--- src/rtl/pci_cfg_pkg.sv ---
// Shared types and constants for the configuration access translator.
// Assumes a 32-bit dword bus and the fixed field positions of the
// configuration address formats.
package pci_cfg_pkg;
    typedef enum logic [1:0] {
        ST_IDLE = 2'd0,
        ST_RD   = 2'd1,
        ST_WR   = 2'd2,
        ST_RESP = 2'd3
    } seq_state_t;

    localparam int SEL_LSB  = 16;
    localparam int BUS_LSB  = 16;
    localparam int DEV_LSB  = 11;
    localparam int FUNC_LSB = 8;
endpackage

--- src/rtl/cfg_addr_gen.sv ---
// Checks a request for legality and forms the configuration address.
// Purely combinational. Assumes the one-hot select field fits above
// bit 15 of the address (SEL_LSB + SLOT_MAX <= ADDR_W).
module cfg_addr_gen
    import pci_cfg_pkg::*;
#(
    parameter int BUS_W    = 8,
    parameter int DEV_W    = 5,
    parameter int FUNC_W   = 3,
    parameter int OFF_W    = 8,
    parameter int SIZE_W   = 3,
    parameter int ADDR_W   = 32,
    parameter int SLOT_MAX = 16
) (
    input  logic [BUS_W-1:0]  bus_num,
    input  logic [DEV_W-1:0]  dev_num,
    input  logic [FUNC_W-1:0] func_num,
    input  logic [OFF_W-1:2]  off_dw,
    input  logic [SIZE_W-1:0] size,
    input  logic              card_mode,
    output logic [ADDR_W-1:0] addr,
    output logic              type1,
    output logic              legal
);
    logic [SLOT_MAX-1:0] sel_onehot;
    logic [ADDR_W-1:0]   addr_t0;
    logic [ADDR_W-1:0]   addr_t1;
    logic                size_ok;
    logic                card_bad;
    logic                slot_bad;

    // one-hot device select, one decoder per slot
    for (genvar g = 0; g < SLOT_MAX; g++) begin : g_sel
        assign sel_onehot[g] = (dev_num == DEV_W'(g));
    end

    // address for same-bus (one-hot select) cycles
    always_comb begin
        addr_t0 = '0;
        addr_t0[SEL_LSB +: SLOT_MAX]  = sel_onehot;
        addr_t0[FUNC_LSB +: FUNC_W]   = func_num;
        addr_t0[OFF_W-1:2]            = off_dw;
    end

    // address for downstream-bus (packed) cycles
    always_comb begin
        addr_t1 = '0;
        addr_t1[BUS_LSB +: BUS_W]   = bus_num;
        addr_t1[DEV_LSB +: DEV_W]   = dev_num;
        addr_t1[FUNC_LSB +: FUNC_W] = func_num;
        addr_t1[OFF_W-1:2]          = off_dw;
    end

    // legality checks and format selection
    always_comb begin
        type1    = (bus_num != '0);
        size_ok  = (size == SIZE_W'(1)) || (size == SIZE_W'(2)) || (size == SIZE_W'(4));
        card_bad = card_mode && (dev_num > DEV_W'(1));
        slot_bad = !type1 && (dev_num >= DEV_W'(SLOT_MAX));
        legal    = size_ok && !card_bad && !slot_bad;
        addr     = type1 ? addr_t1 : addr_t0;
    end
endmodule

--- src/rtl/cfg_lane_unit.sv ---
// Byte-lane handling: aligns read dwords to the low lanes and merges
// sub-dword write data into a previously read dword.
// Combinational. Assumes size is 1, 2 or 4 once the request is legal.
module cfg_lane_unit #(
    parameter int DATA_W = 32,
    parameter int SIZE_W = 3,
    localparam int LANES  = DATA_W / 8,
    localparam int LANE_W = $clog2(LANES)
) (
    input  logic [LANE_W-1:0] lo,
    input  logic [SIZE_W-1:0] size,
    input  logic [DATA_W-1:0] rd_raw,
    input  logic [DATA_W-1:0] old_dword,
    input  logic [DATA_W-1:0] wdata,
    output logic [DATA_W-1:0] rd_aligned,
    output logic [DATA_W-1:0] merged
);
    logic [DATA_W-1:0] shifted;
    logic [DATA_W-1:0] keep_mask;
    logic [DATA_W-1:0] lane_mix;

    // read alignment: shift down then cut to the access size
    always_comb begin
        shifted = rd_raw >> {lo, 3'b000};
        if (size == SIZE_W'(1))
            keep_mask = DATA_W'(8'hFF);
        else if (size == SIZE_W'(2))
            keep_mask = DATA_W'(16'hFFFF);
        else
            keep_mask = '1;
        rd_aligned = shifted & keep_mask;
    end

    // per-lane merge of new bytes into the old dword
    for (genvar j = 0; j < LANES; j++) begin : g_lane
        logic [LANE_W-1:0] rel;
        logic              hit;
        assign rel = LANE_W'(j) - lo;
        assign hit = (LANE_W'(j) >= lo) && (SIZE_W'(rel) < size);
        assign lane_mix[8*j +: 8] = hit ? wdata[8*rel +: 8] : old_dword[8*j +: 8];
    end

    // full-dword writes bypass the merge
    always_comb begin
        merged = (size == SIZE_W'(LANES)) ? wdata : lane_mix;
    end
endmodule

--- src/rtl/cfg_seq.sv ---
// Request sequencer: accepts one request at a time, runs the read,
// write or read-then-write bus sequence, and issues the response.
// Assumes the bus side answers each access with a single bus_done.
module cfg_seq
    import pci_cfg_pkg::*;
#(
    parameter int DATA_W = 32,
    parameter int ADDR_W = 32,
    parameter int SIZE_W = 3,
    localparam int LANES  = DATA_W / 8,
    localparam int LANE_W = $clog2(LANES)
) (
    input  logic              clk,
    input  logic              rst_n,
    input  logic              req_valid,
    input  logic              req_write,
    input  logic [LANE_W-1:0] req_lo,
    input  logic [SIZE_W-1:0] req_size,
    input  logic [DATA_W-1:0] req_wdata,
    input  logic              chk_legal,
    input  logic [ADDR_W-1:0] chk_addr,
    input  logic              chk_type1,
    output logic              req_ready,
    output logic              rsp_valid,
    output logic              rsp_err,
    output logic [DATA_W-1:0] rsp_rdata,
    output logic              bus_req,
    output logic              bus_we,
    output logic [ADDR_W-1:0] bus_addr,
    output logic [DATA_W-1:0] bus_wdata,
    output logic              bus_type1,
    input  logic              bus_done,
    input  logic [DATA_W-1:0] bus_rdata,
    input  logic              bus_err
);
    seq_state_t        state;
    logic [LANE_W-1:0] lat_lo;
    logic [SIZE_W-1:0] lat_size;
    logic              lat_we;
    logic [DATA_W-1:0] lat_wdata;
    logic [DATA_W-1:0] hold_dword;
    logic [DATA_W-1:0] rd_aligned;
    logic [DATA_W-1:0] merged;
    logic              accept;

    cfg_lane_unit #(.DATA_W(DATA_W), .SIZE_W(SIZE_W)) u_lane (
        .lo         (lat_lo),
        .size       (lat_size),
        .rd_raw     (bus_rdata),
        .old_dword  (hold_dword),
        .wdata      (lat_wdata),
        .rd_aligned (rd_aligned),
        .merged     (merged)
    );

    assign accept    = req_valid && (state == ST_IDLE);
    assign req_ready = (state == ST_IDLE);
    assign rsp_valid = (state == ST_RESP);
    assign bus_req   = (state == ST_RD) || (state == ST_WR);
    assign bus_we    = (state == ST_WR);
    assign bus_wdata = merged;

    // state machine and request capture
    always_ff @(posedge clk) begin
        if (!rst_n) begin
            state      <= ST_IDLE;
            lat_lo     <= '0;
            lat_size   <= '0;
            lat_we     <= 1'b0;
            lat_wdata  <= '0;
            hold_dword <= '0;
            bus_addr   <= '0;
            bus_type1  <= 1'b0;
            rsp_err    <= 1'b0;
            rsp_rdata  <= '0;
        end else begin
            case (state)
                ST_IDLE: if (accept) begin
                    lat_lo    <= req_lo;
                    lat_size  <= req_size;
                    lat_we    <= req_write;
                    lat_wdata <= req_wdata;
                    bus_addr  <= chk_addr;
                    bus_type1 <= chk_type1;
                    rsp_rdata <= '0;
                    rsp_err   <= 1'b0;
                    if (!chk_legal) begin
                        rsp_err <= 1'b1;
                        state   <= ST_RESP;
                    end else if (req_write && (req_size == SIZE_W'(LANES))) begin
                        state <= ST_WR;
                    end else begin
                        state <= ST_RD;
                    end
                end
                ST_RD: if (bus_done) begin
                    if (bus_err) begin
                        rsp_err   <= 1'b1;
                        rsp_rdata <= '1;
                        state     <= ST_RESP;
                    end else if (lat_we) begin
                        hold_dword <= bus_rdata;
                        state      <= ST_WR;
                    end else begin
                        rsp_rdata <= rd_aligned;
                        state     <= ST_RESP;
                    end
                end
                ST_WR: if (bus_done) begin
                    rsp_err <= bus_err;
                    state   <= ST_RESP;
                end
                default: state <= ST_IDLE;
            endcase
        end
    end

    // bus side held steady until completion
    p_hold_r10: assert property (@(posedge clk) disable iff (!rst_n)
        (bus_req && !bus_done) |=> (bus_req && $stable(bus_addr) && $stable(bus_we)
                                    && $stable(bus_wdata) && $stable(bus_type1)));
    // no new request while busy
    p_busy_r10: assert property (@(posedge clk) disable iff (!rst_n)
        bus_req |-> !req_ready);
    // rejected requests answer next cycle without a bus access
    p_reject_r3: assert property (@(posedge clk) disable iff (!rst_n)
        (accept && !chk_legal) |=> (rsp_valid && rsp_err && !bus_req));
    // full-dword writes go straight to a write
    p_direct_r8: assert property (@(posedge clk) disable iff (!rst_n)
        (accept && chk_legal && req_write && req_size == SIZE_W'(LANES)) |=> (bus_req && bus_we));
    // partial writes start with a read
    p_rmw_r7: assert property (@(posedge clk) disable iff (!rst_n)
        (accept && chk_legal && req_write && req_size != SIZE_W'(LANES)) |=> (bus_req && !bus_we));
    // read error yields all ones and an error
    p_rderr_r9: assert property (@(posedge clk) disable iff (!rst_n)
        (bus_req && !bus_we && bus_done && bus_err) |=> (rsp_valid && rsp_err && rsp_rdata == '1));
    // same-bus cycles carry exactly one select bit
    p_onehot_r1: assert property (@(posedge clk) disable iff (!rst_n)
        (bus_req && !bus_type1) |-> $onehot(bus_addr[ADDR_W-1:SEL_LSB]));
    // addresses are always dword aligned
    p_align_r2: assert property (@(posedge clk) disable iff (!rst_n)
        bus_req |-> (bus_addr[1:0] == 2'b00));
endmodule

--- src/rtl/pci_cfg_xlate.sv ---
// Top of the configuration access translator: legality and address
// generation feeding a single-outstanding request sequencer.
// Assumes the host holds request fields stable while req_valid is high.
module pci_cfg_xlate #(
    parameter int BUS_W    = 8,
    parameter int DEV_W    = 5,
    parameter int FUNC_W   = 3,
    parameter int OFF_W    = 8,
    parameter int SIZE_W   = 3,
    parameter int DATA_W   = 32,
    parameter int ADDR_W   = 32,
    parameter int SLOT_MAX = 16,
    localparam int LANE_W  = $clog2(DATA_W / 8)
) (
    input  logic              clk,
    input  logic              rst_n,
    input  logic              card_mode,
    input  logic              req_valid,
    output logic              req_ready,
    input  logic              req_write,
    input  logic [BUS_W-1:0]  req_bus,
    input  logic [DEV_W-1:0]  req_dev,
    input  logic [FUNC_W-1:0] req_func,
    input  logic [OFF_W-1:0]  req_off,
    input  logic [SIZE_W-1:0] req_size,
    input  logic [DATA_W-1:0] req_wdata,
    output logic              rsp_valid,
    output logic              rsp_err,
    output logic [DATA_W-1:0] rsp_rdata,
    output logic              bus_req,
    output logic              bus_we,
    output logic [ADDR_W-1:0] bus_addr,
    output logic [DATA_W-1:0] bus_wdata,
    output logic              bus_type1,
    input  logic              bus_done,
    input  logic [DATA_W-1:0] bus_rdata,
    input  logic              bus_err
);
    logic              chk_legal;
    logic              chk_type1;
    logic [ADDR_W-1:0] chk_addr;

    cfg_addr_gen #(
        .BUS_W(BUS_W), .DEV_W(DEV_W), .FUNC_W(FUNC_W), .OFF_W(OFF_W),
        .SIZE_W(SIZE_W), .ADDR_W(ADDR_W), .SLOT_MAX(SLOT_MAX)
    ) u_addr (
        .bus_num   (req_bus),
        .dev_num   (req_dev),
        .func_num  (req_func),
        .off_dw    (req_off[OFF_W-1:2]),
        .size      (req_size),
        .card_mode (card_mode),
        .addr      (chk_addr),
        .type1     (chk_type1),
        .legal     (chk_legal)
    );

    cfg_seq #(.DATA_W(DATA_W), .ADDR_W(ADDR_W), .SIZE_W(SIZE_W)) u_seq (
        .clk       (clk),
        .rst_n     (rst_n),
        .req_valid (req_valid),
        .req_write (req_write),
        .req_lo    (req_off[LANE_W-1:0]),
        .req_size  (req_size),
        .req_wdata (req_wdata),
        .chk_legal (chk_legal),
        .chk_addr  (chk_addr),
        .chk_type1 (chk_type1),
        .req_ready (req_ready),
        .rsp_valid (rsp_valid),
        .rsp_err   (rsp_err),
        .rsp_rdata (rsp_rdata),
        .bus_req   (bus_req),
        .bus_we    (bus_we),
        .bus_addr  (bus_addr),
        .bus_wdata (bus_wdata),
        .bus_type1 (bus_type1),
        .bus_done  (bus_done),
        .bus_rdata (bus_rdata),
        .bus_err   (bus_err)
    );
endmodule

--- config.mk ---
export PLATFORM = sky130hd
export DESIGN_NAME = pci_cfg_xlate
export DESIGN_NICKNAME = d
export VERILOG_FILES = /design/src/rtl/pci_cfg_pkg.sv /design/src/rtl/cfg_addr_gen.sv /design/src/rtl/cfg_lane_unit.sv /design/src/rtl/cfg_seq.sv /design/src/rtl/pci_cfg_xlate.sv
export SDC_FILE = /design/constraint.sdc
export NUM_CORES = 1
export LEC_CHECK = 0
export BUFFER_PORTS_ARGS = -buffer_cell sky130_fd_sc_hd__buf_4
export CAP_MARGIN = 25
export CORE_MARGIN = 4
export CORE_UTILIZATION = 24
export DETAILED_ROUTE_END_ITERATION = 8
export HOLD_SLACK_MARGIN = 0.06
export MAX_ROUTING_LAYER = met4
export PLACE_DENSITY_LB_ADDON = 0.15
export SYNTH_ARGS = -nofsm -noshare
export SYNTH_HDL_FRONTEND = slang
export SYNTH_SLANG_ARGS = --single-unit
--- constraint.sdc ---
create_clock -name clk -period 8.3 [get_ports clk]
set_input_delay 0.83 -clock clk [delete_from_list [all_inputs] [get_ports clk]]
set_output_delay 0.83 -clock clk [all_outputs]
set_load 0.05 [all_outputs]
==> metrics.txt <==
outcome finished clean; setup_tns 0 ps; Pwr Density 285.7 mW/mm^2; area of the mapped netlist 0.007397 mm^2; CTS tree built; cells after synthesis about 850; number of max-cap violations 0; CTS Hold Bufs 0; Fillers 3272; P_leak roughly 3.8 nW; port buffer count 197; critical path endpoint category primary output; f_max 249.4 MHz; Skew-Pair Late Insertion Delay between 400 and 500 ps; worst setup path start u_seq.lat_lo[1]; reg2reg start u_seq.state[0]; Die ar. roughly 0.034 mm^2; Tmin final 4009 ps; Crit path buffers/inverters 2; Netlist cell types 52; Post-synth EDFFs 0; slew margin rel. 0.3733; global-route wire length before repair a little over 40000 um; Total Wirelength between 20000 and 30000 um; Net count, final 1114; DR iter-0 viols 549; Via Count 6623; Global Route Usage Sum 0.1638; chip height 183.6 um; WL/cell 19.24 um; Largest stage delay, worst path slightly above 800 ps; die width ~180 um; cell row count 64; top_reg_cell synth dfxtp_1; maximum vdd ir drop 409.0 uV; Root Driver clkbuf_16; Data required, critical path 7470 ps; Final period util 0.4830; crit start category flip-flop; clock slew at reported path FFs 60 ps; Syn-to-layout area delta 31.72%; initial antenna violation count 0; Critical Path Most Common Cell ha_1; critical path cell sequence inv_2, ha_1, ha_1, a21oi_1, o21ai_4, mux2i_1, o21ai_0, buf_4; RSZ-0062 raised after global routing no; most frequent cells in the layout nand2_1, buf_4, dfxtp_1, a21boi_0, a21oi_1; total CTS buffers 17; critical path type flip-flop to primary output; DRC 0; Multi-input gate area 0.004318 mm^2; Setup Buffers After CTS 0; Ys Warns 0; # IOs 200; share of cells above drive strength 1 0.2911; ANT cells 0; drt pass-1 iters 4; GRT Residual Overflow 0; design area 0.009743 mm^2; CP max-delay cell ha_1; Hold Crit Start u_seq.bus_addr[31]; CORE AREA 0.03051 mm^2; cts repair resizes 0; clk buf depth 2; most common cell after layout, fill and taps aside nand2_1; async set-reset flop share out of synthesis 0; Antenna Nets Post-Route 0; family with the most delay on the worst path adder cells; Final Hold Viols 0; FF+latch area 0.002724 mm^2; via/cell ratio 4.687; vias in the first global route 6659; Hold WC Path Type flip-flop to flip-flop; register bit total from synthesis 136; Seq/Total Area, Yosys 0.3681; Starting Density 0.2425; post-detail-place hpwl 20040 um; Setup violations, final 0; pin count of the biggest net entering global routing 66; Sink Count 136; skew final 16.02 ps; placed inst area 0.009110 mm^2; Syn Area/Cell 8.744 um^2; CP arrival 3180 ps; H-tree Lvls 4; RD Place Congestion between 0.8 and 0.9; worst slew pin tran 940.1 ps; CP max FO 20; Final Max Tran Viols 0
[cells in the mapped netlist (3+ instances only)]
library cell | number | share of area
nand2_1 | 218 | 0.11
dfxtp_1 | 136 | 0.37
a21boi_0 | 85 | 0.086
a21oi_1 | 50 | 0.034
o21ai_0 | 49 | 0.033
mux2i_1 | 48 | 0.065
clkbuf_1 | 39 | 0.020
mux4_2 | 32 | 0.097
o2bb2ai_1 | 24 | 0.028
nor2_1 | 15 | 0.0076
buf_2 | 14 | 0.0095
nor2b_1 | 13 | 0.011
o21ai_1 | 13 | 0.0088
ha_1 | 12 | 0.020
buf_4 | 10 | 0.010
inv_1 | 8 | 0.0041
mux2_2 | 8 | 0.012
a31oi_1 | 6 | 0.0051
a21boi_1 | 5 | 0.0051
and2_1 | 5 | 0.0042
nand3_1 | 5 | 0.0034
a22oi_1 | 4 | 0.0041
a32oi_1 | 4 | 0.0047
nor3_1 | 4 | 0.0027
buf_6 | 3 | 0.0046
nand2b_1 | 3 | 0.0025
[tightest hold or removal path: stages, from the launching register on]
cell and delay [ps]:
dfxtp_1 310, nand2_1 50, a21boi_1 50
[stage by stage]
stage,setup slack [ps],power (mW),std cells,util,hold WS [ps]
after floorplan,3879,1.638,847,-,434.7
after global placement,4389,1.970,1380,0.2986,451.3
after detailed placement,4297,1.970,1380,0.2986,450.2
after CTS,3853,2.817,1412,0.3191,463.0
after global routing,4046,2.944,1413,0.3193,474.3
final,4291,2.784,1413,0.3193,460.0
[path summary, 6_finish.rpt]
check | to | slack (ps) | cells after the start
setup / recovery | bus_wdata[7] | 4290 | 8
hold / removal | u_seq.bus_addr[31] | 460 | 2
setup reg to reg | u_seq.bus_addr[30] | 5810 | 8
hold reg to reg | u_seq.bus_addr[31] | 460 | 2
[power by group]
part           switching (mW)  total (mW)  internal (mW)
sequential             0.0891       0.824          0.735
combinational           0.743        1.12          0.380
clock                   0.328       0.836          0.509
[cell families (layout without fill, tap and decap cells)]
logic type / after synthesis / count (layout) / share of synthesized area
fa+ha+maj: 12 / 12 / 0.02030
flops: 136 / 136 / 0.3681
compound gates: 251 / 251 / 0.2233
simple gates: 279 / 279 / 0.1614
buf+inv: 77 / 247 / 0.04956
mux: 88 / 88 / 0.1746
xor+xnor: 2 / 2 / 0.002368
other cells: 1 / 2 / 0.0005070
[per-layer routing]
layer  part of all wire  GRT usage  up-vias
li1                   -          -     3296
met1               0.47     0.2218     3153
met2               0.47     0.2521      158
met3              0.052    0.03641       16
met4              0.010    0.03546        0
met5                  0          -        -
[flip-flops by register name, summed over array words and instances, names as in the netlist]
signal            count
u_seq.lat_wdata      32
u_seq.lat_we          1
u_seq.rsp_rdata      32
u_seq.rsp_err         1
u_seq.lat_lo          2
u_seq.state           2
u_seq.bus_addr       30
u_seq.bus_type1       1
u_seq.lat_size        3
u_seq.hold_dword     32
[area by class of cell]
class                           instances  area share
Tap cell                              396     0.05085
Timing Repair Buffer                  206      0.1587
Inverter                                9    0.003467
Clock buffer                           19     0.04443
Clock inverter                         13     0.01978
Sequential cell                       136      0.2796
Multi-Input combinational cell        634      0.4432
No activity file was read; power rests on OpenSTA's default activity.
